<file path="src/rtl/can_xcvr_pkg.sv">
package can_xcvr_pkg;
  typedef enum logic [1:0] {
    XS_OFF    = 2'b00,
    XS_LOWPWR = 2'b01,
    XS_ACTIVE = 2'b10
  } xcvr_state_t;
endpackage

</file>
<file path="src/rtl/cxm_supply_qual.sv">
module cxm_supply_qual (
  input  logic reg_on_i,
  input  logic reg_ok_i,
  input  logic ext_ok_i,
  output logic sup_ok_o
);
  // Regulator path when enabled, external path when disabled
  always_comb begin
    if (reg_on_i) sup_ok_o = reg_ok_i;
    else          sup_ok_o = ext_ok_i;
  end
endmodule

</file>
<file path="src/rtl/cxm_txd_sync.sv">
module cxm_txd_sync #(
  parameter int STAGES = 2
) (
  input  logic clk_i,
  input  logic rst_i,
  input  logic txd_i,
  input  logic txd_drv_i,
  output logic txd_s_o
);
  logic [STAGES-1:0] chain_q;
  logic              txd_eff;

  // An undriven input reads as recessive
  assign txd_eff = txd_i | ~txd_drv_i;

  genvar g;
  generate
    for (g = 0; g < STAGES; g++) begin : g_stage
      if (g == 0) begin : g_first
        always_ff @(posedge clk_i) begin
          if (rst_i) chain_q[0] <= 1'b1;
          else       chain_q[0] <= txd_eff;
        end
      end else begin : g_next
        always_ff @(posedge clk_i) begin
          if (rst_i) chain_q[g] <= 1'b1;
          else       chain_q[g] <= chain_q[g-1];
        end
      end
    end
  endgenerate

  assign txd_s_o = chain_q[STAGES-1];
endmodule

</file>
<file path="src/rtl/cxm_dom_timer.sv">
module cxm_dom_timer #(
  parameter int TO_CYC = 72000,
  parameter int CNT_W  = $clog2(TO_CYC + 1)
) (
  input  logic clk_i,
  input  logic rst_i,
  input  logic txd_s_i,
  output logic trip_d_o
);
  localparam logic [CNT_W-1:0] LAST = CNT_W'(TO_CYC - 1);

  logic [CNT_W-1:0] cnt_q, cnt_d;
  logic             trip_q, trip_d;

  always_comb begin
    cnt_d  = cnt_q;
    trip_d = trip_q;
    if (txd_s_i) begin
      cnt_d  = '0;
      trip_d = 1'b0;
    end else if (!trip_q) begin
      if (cnt_q == LAST) trip_d = 1'b1;
      else               cnt_d  = cnt_q + 1'b1;
    end
  end

  always_ff @(posedge clk_i) begin
    if (rst_i) begin
      cnt_q  <= '0;
      trip_q <= 1'b0;
    end else begin
      cnt_q  <= cnt_d;
      trip_q <= trip_d;
    end
  end

  assign trip_d_o = trip_d;
endmodule

</file>
<file path="src/rtl/cxm_mode_fsm.sv">
module cxm_mode_fsm
  import can_xcvr_pkg::*;
(
  input  logic       clk_i,
  input  logic       rst_i,
  input  logic [1:0] chip_mode_i,
  input  logic       stby_i,
  input  logic       sup_ok_i,
  input  logic       trip_d_i,
  output logic       tx_en_o,
  output logic       rx_en_o,
  output logic       split_en_o,
  output logic       wake_en_o,
  output logic [1:0] state_o
);
  xcvr_state_t state_q, state_d;
  logic        tx_q, rx_q, split_q, wake_q;

  always_comb begin
    if (stby_i)                        state_d = XS_LOWPWR;
    else if (chip_mode_i[1] && sup_ok_i) state_d = XS_ACTIVE;
    else                               state_d = XS_OFF;
  end

  always_ff @(posedge clk_i) begin
    if (rst_i) begin
      state_q <= XS_OFF;
      tx_q    <= 1'b0;
      rx_q    <= 1'b0;
      split_q <= 1'b0;
      wake_q  <= 1'b0;
    end else begin
      state_q <= state_d;
      tx_q    <= (state_d == XS_ACTIVE) && !trip_d_i;
      rx_q    <= (state_d == XS_ACTIVE);
      split_q <= (state_d == XS_ACTIVE);
      wake_q  <= (state_d == XS_LOWPWR);
    end
  end

  assign tx_en_o    = tx_q;
  assign rx_en_o    = rx_q;
  assign split_en_o = split_q;
  assign wake_en_o  = wake_q;
  assign state_o    = state_q;
endmodule

</file>
<file path="src/rtl/can_xcvr_mode_ctrl.sv">
module can_xcvr_mode_ctrl #(
  parameter int CLK_HZ       = 40_000_000,
  parameter int MIN_BPS      = 10_000,
  parameter int MAX_DOM_BITS = 17,
  parameter int SYNC_STAGES  = 2
) (
  input  logic       clk_i,
  input  logic       rst_i,
  input  logic [1:0] chip_mode_i,
  input  logic       xcvr_stby_i,
  input  logic       reg_on_i,
  input  logic       reg_ok_i,
  input  logic       ext_ok_i,
  input  logic       txd_i,
  input  logic       txd_drv_i,
  output logic       tx_en_o,
  output logic       rx_en_o,
  output logic       split_en_o,
  output logic       wake_en_o,
  output logic [1:0] state_o
);
  localparam int BIT_CYC = CLK_HZ / MIN_BPS;
  localparam int TO_CYC  = BIT_CYC * (MAX_DOM_BITS + 1);
  localparam int CNT_W   = $clog2(TO_CYC + 1);

  logic sup_ok, txd_s, trip_d;

  cxm_supply_qual u_sup (
    .reg_on_i (reg_on_i),
    .reg_ok_i (reg_ok_i),
    .ext_ok_i (ext_ok_i),
    .sup_ok_o (sup_ok)
  );

  cxm_txd_sync #(.STAGES(SYNC_STAGES)) u_sync (
    .clk_i     (clk_i),
    .rst_i     (rst_i),
    .txd_i     (txd_i),
    .txd_drv_i (txd_drv_i),
    .txd_s_o   (txd_s)
  );

  cxm_dom_timer #(.TO_CYC(TO_CYC), .CNT_W(CNT_W)) u_tmr (
    .clk_i    (clk_i),
    .rst_i    (rst_i),
    .txd_s_i  (txd_s),
    .trip_d_o (trip_d)
  );

  cxm_mode_fsm u_fsm (
    .clk_i       (clk_i),
    .rst_i       (rst_i),
    .chip_mode_i (chip_mode_i),
    .stby_i      (xcvr_stby_i),
    .sup_ok_i    (sup_ok),
    .trip_d_i    (trip_d),
    .tx_en_o     (tx_en_o),
    .rx_en_o     (rx_en_o),
    .split_en_o  (split_en_o),
    .wake_en_o   (wake_en_o),
    .state_o     (state_o)
  );
endmodule

</file>
<file path="config.mk">
export PLATFORM = sky130hd
export DESIGN_NAME = can_xcvr_mode_ctrl
export DESIGN_NICKNAME = d
export VERILOG_FILES = /design/src/rtl/can_xcvr_pkg.sv /design/src/rtl/cxm_supply_qual.sv /design/src/rtl/cxm_txd_sync.sv /design/src/rtl/cxm_dom_timer.sv /design/src/rtl/cxm_mode_fsm.sv /design/src/rtl/can_xcvr_mode_ctrl.sv
export SDC_FILE = /design/constraint.sdc
export NUM_CORES = 1
export LEC_CHECK = 0
export ABC_CLOCK_PERIOD_IN_PS = 3000
export BUFFER_PORTS_ARGS = -buffer_cell sky130_fd_sc_hd__buf_4
export CAP_MARGIN = 10
export CELL_PAD_IN_SITES_DETAIL_PLACEMENT = 2
export CELL_PAD_IN_SITES_GLOBAL_PLACEMENT = 2
export CORE_ASPECT_RATIO = 0.8
export CORE_MARGIN = 3
export CORE_UTILIZATION = 36
export CTS_CLUSTER_SIZE = 16
export DETAILED_ROUTE_END_ITERATION = 10
export GPL_ROUTABILITY_DRIVEN = 0
export HOLD_SLACK_MARGIN = 0.08
export MAX_ROUTING_LAYER = met4
export PLACE_DENSITY = 0.91
export SETUP_SLACK_MARGIN = 0.05
export SLEW_MARGIN = 0
export SYNTH_ARGS = -nofsm -noshare
export SYNTH_HDL_FRONTEND = slang
export SYNTH_SLANG_ARGS = --single-unit
</file>
<file path="constraint.sdc">
create_clock -name clk_i -period 3 [get_ports clk_i]
set_input_delay 0.45 -clock clk_i [delete_from_list [all_inputs] [get_ports clk_i]]
set_output_delay 0.45 -clock clk_i [all_outputs]
set_load 0.02 [all_outputs]
</file>
Word level (Yosys, flattened, before mapping)
Index checks and enable logic that the tools add are counted.
Widths: inputs -> output; s select.
{ "word_totals": {"ff_bits": 25, "input_bits": 10, "output_inout_bits": 6, "elab_cells": 27} }
{ "classes": {"n_addsub": 1, "n_eq_ne": 3, "muxes": 6, "n_bitwise": 4, "reduce_logical": 5} }
{ "ops": {"columns": ["op", "n"], "rows": [
  ["$add 17x1->17 const B", 1],
  ["$eq 17x17->1 const B", 1],
  ["$mux 1", 4],
  ["$mux 2", 2],
  ["$not 1->1", 3],
  ["$eq 2x1->1 const B", 1],
  ["$eq 2x2->1 const B", 1],
  ["$logic_and 1x1->1", 2],
  ["$reduce_and 2->1", 1],
  ["$reduce_or 2->1", 1],
  ["$logic_not 1->1", 1],
  ["$or 1x1->1", 1]
]} }

Logic depth before layout (Yosys ltp)
{ "depth": {"word_depth": 6, "depth_mapped": 5} }

Modules after synthesis
Synthesis repeated with hierarchy kept, for this count alone.
{ "unflattened": {"cells_unflattened": 131, "area_unflattened_um2": 1171.1} }
{ "modules_own_cells": {"columns": ["mod", "instances", "cells_each", "area_per_inst_um2", "seq_area_each_um2"], "rows": [
  ["cxm_dom_timer", 1, 115, 972.2, 360.3],
  ["cxm_mode_fsm", 1, 11, 128.9, 80.1],
  ["cxm_txd_sync", 1, 4, 55.1, 40.0],
  ["cxm_supply_qual", 1, 1, 15.0, 0.0]
]} }

Least setup slack after synthesis
OpenSTA, ideal clock, no wires.
{ "synth_timing": {"path_kind": "register to register", "startpoint": "register u_tmr.cnt_q[0]", "endpoint": "register u_tmr.cnt_q[16]", "arrival_time_ps": 1486, "required_time_ps": 2929, "path_slack_ps": 1444, "stages_incl_launch_ff": 6, "path_buffers": 0, "period_less_slack_ps": 1556, "cell_sequence": "dfxtp_1 > ha_1 > and4b_1 > nand3_1 > or4_1 > a21oi_1"} }
{ "synth_via": {"elab_chain_len": 3, "elab_cells_between_ends": 4} }
{ "synth_rtl": {"columns": ["item", "line", "source"], "rows": [
  ["start: declaration", "cxm_dom_timer.sv:12", "logic [CNT_W-1:0] cnt_q, cnt_d;"],
  ["start signal: assignment", "cxm_dom_timer.sv:32", "cnt_q <= cnt_d;"],
  ["parallel branches: the longest is 3 deep, another holds $add 17x1->17", null, null]
]} }
Parallel ways; which one is timed is not known.
A chain may end at the register's enable or synchronous reset.

Worst setup path in the final report
Ends and elaborated chain as after synthesis.

==> reports/metrics.yaml <==
status:
  outcome: "finished, final reports clean"
critical_path:
  cp-start-kind: "flip-flop"
  timing.rr.end: "u_tmr.cnt_q[16]"
  critPathCaptureType: "flip-flop"
  r2r_cells: 5
  crit_start: "u_tmr.cnt_q[0]"
  r2r-start: "u_tmr.cnt_q[0]"
  cp.arrival_ns: 2.11
  crit_required_ns: 3.21
  critPathKind: "flip-flop to flip-flop"
  crit_fanout: 8
  crit_end: "u_tmr.cnt_q[16]"
  reg2reg_slack_ns: 1.10
pwr:
  leakagePower_nw: 0.4496
  ir_worst_vdd_mv: 0.2845
  power_density_mw_per_mm2: 479.4
grt:
  gr-usage-all-layers_pct: 20.37
  grt-ovfl-total: 0
  grt_max_degree: 16
  grt_pass1_vias: 1130
  grt_pass1_wl_um: 5775
  antenna_found_initial: 0
yosys:
  synth_ff_type: "dfxtp_1"
  yosysTopAreaCell: "dfxtp_1"
  netlist_instances: 130
  synth_top_cell_area_share_pct: 42.11
  syn_area_mm2: 0.001141
  syn-num-nets: 141
  synth.avg_cell_area_um2: 8.778
  synth-async-reset-ratio_pct: 0
  yosys_warnings: 0
  ys_seq_elements: 24
  synth.distinct_cells: 39
  synth_area_leaders: "dfxtp_1 42%, a21oi_1 4.8%, nand2_1 3.6%, or3_1 3.3%, o21ai_0 3.1%"
  synth_edf_count: 0
  seq_area_frac_synth_pct: 42.11
timing:
  min_period_ns: 1.903
  final.setup.tns_ns: 0
  worstMarginPinSlew_ns: 0.4957
  fmax_ghz: 0.5255
  final-setup-viol-count: 0
  hold_violations: 0
  relSlewSlack_pct: 66.49
  setup_ws_ns: 1.097
  rsz0062_at_grt: "no"
  period_share_pct: 63.43
  drv_slew: 0
  skew_ns: 0.002798
finish:
  layout_common_cells: "24 x dfxtp_1, 14 x buf_4, 11 x nand2_1, 11 x a21oi_1, 9 x nor2_1"
  nets: 154
  multi_input_area_um2: 614.3
  fin_util_pct: 45.85
  diodes: 0
  seq_area_um2: 480.5
  layout.cells.most_common: "dfxtp_1"
  syn2layout_area_growth_pct: 16.23
  post_route_cells_drive_above_1_share_pct: 16.20
  nFillCells: 338
clock_tree:
  clk_pin_slew_ns: 0.09
  postCtsHoldBufs: 0
  cts-root-buf: "clkbuf_8"
  clk_path_buf_depth: 2
  postCtsSetupBuffers: 0
  cts_sinks: 24
  htreeDepth: 1
  cts_tree: "yes"
  insertion_delay_ns: 0.27
  cts_made_buffers: 3
  cts_resized: 0
floorplan:
  dieWidth_um: 68.95
  initial_core_util_pct: 39.45
  die_y_um: 56.36
  core_area_mm2: 0.002893
  die_area_mm2: 0.003885
  num_rows: 17
  io_pins: 16
worst_hold_path:
  hp-class: "primary input to flip-flop"
routing:
  viasPerCell: 5.800
  vias: 1044
  drt-pass1-iter-count: 4
  antenna_left: 0
  routed_wl_um: 3387
  route.detailed.drc: 0
  wire_per_inst_um: 18.82
  drt_first_iter_violations: 35
placement:
  place_ws_ns: 1.138
  io_buffer_count: 14
  hpwl_um: 2609
job:
  max-cap-violations: 0
==> synthesized netlist by cell type (3+ instances only) <==
cell and instances:
dfxtp_1 24, a21oi_1 11, nand2_1 11, nor2_1 9, o21ai_0 7, or3_1 6
nand3_1 5, nand4_1 4, and3_1 3, and4_1 3, nor3_1 3
==> logic make-up after synthesis <==
family	count (synthesis)	synth area share [%]
mux	1	0.8772
xor+xnor	4	3.071
buf+inv	8	4.057
simple gates	67	36.40
flops	24	42.11
fa+ha+maj	1	1.096
compound gates	25	12.39
==> sequential cells by signal, summed over array words and instances, names as in the netlist <==
name / cells
u_fsm.state_o: 2
u_sync.chain_q: 1
u_tmr.trip_q: 1
u_fsm.wake_en_o: 1
u_sync.txd_s_o: 1
u_tmr.cnt_q: 17
u_fsm.tx_en_o: 1
==> area by class of cell <==
cell class / instances / share of cell area, %
Clock buffer: 3 / 3.113
Clock inverter: 1 / 2.264
Inverter: 2 / 0.5660
Multi-Input combinational cell: 98 / 46.32
Sequential cell: 24 / 36.23
Tap cell: 38 / 3.585
Timing Repair Buffer: 14 / 7.925
==> per-layer routing <==
metal	up-vias	GRT usage [%]	routed length (um)
met2	13	33.29	1726
met1	526	25.76	1562
met3	4	4.800	74
li1	501	-	-
met4	0	3.333	24
met5	-	-	0
==> worst max-delay path, cell delays in order (launching register included) <==
cell and delay [ns]:
dfxtp_1 0.41, ha_1 0.29, and4b_1 0.28, nand3_1 0.24, or4_1 0.47, a21oi_1 0.15
==> metrics by stage <==
stage               power [mW]  hold slack [ns]  instance area [um2]  instances
floorplan               0.3412           0.3895                 1141        130
global placement        0.3543           0.3950                 1255        176
detailed placement      0.3564           0.4180                 1255        176
CTS                     0.6406           0.3289                 1326        180
global route            0.6585           0.3287                 1326        180
finish                  0.6359           0.3310                 1326        180
==> power breakdown <==
part           leakage (nW)  switching [mW]  internal, mW
Combinational         0.220          0.0113        0.0133
Clock                0.0357           0.109         0.179
Sequential            0.194         0.00188         0.322
Total                 0.450           0.122         0.514
==> worst min path at each step <==
stage	start	end	slack [ns]	cells after the start
after detailed placement	u_sync.chain_q[0]	u_sync.txd_s_o	0.42	1
after CTS	txd_drv_i	u_sync.chain_q[0]	0.33	2
final	txd_drv_i	u_sync.chain_q[0]	0.33	2
after floorplan	u_sync.chain_q[0]	u_sync.txd_s_o	0.39	1
after global routing	txd_drv_i	u_sync.chain_q[0]	0.33	2
after global placement	u_sync.chain_q[0]	u_sync.txd_s_o	0.39	1
(Power assumes the default switching activity.)
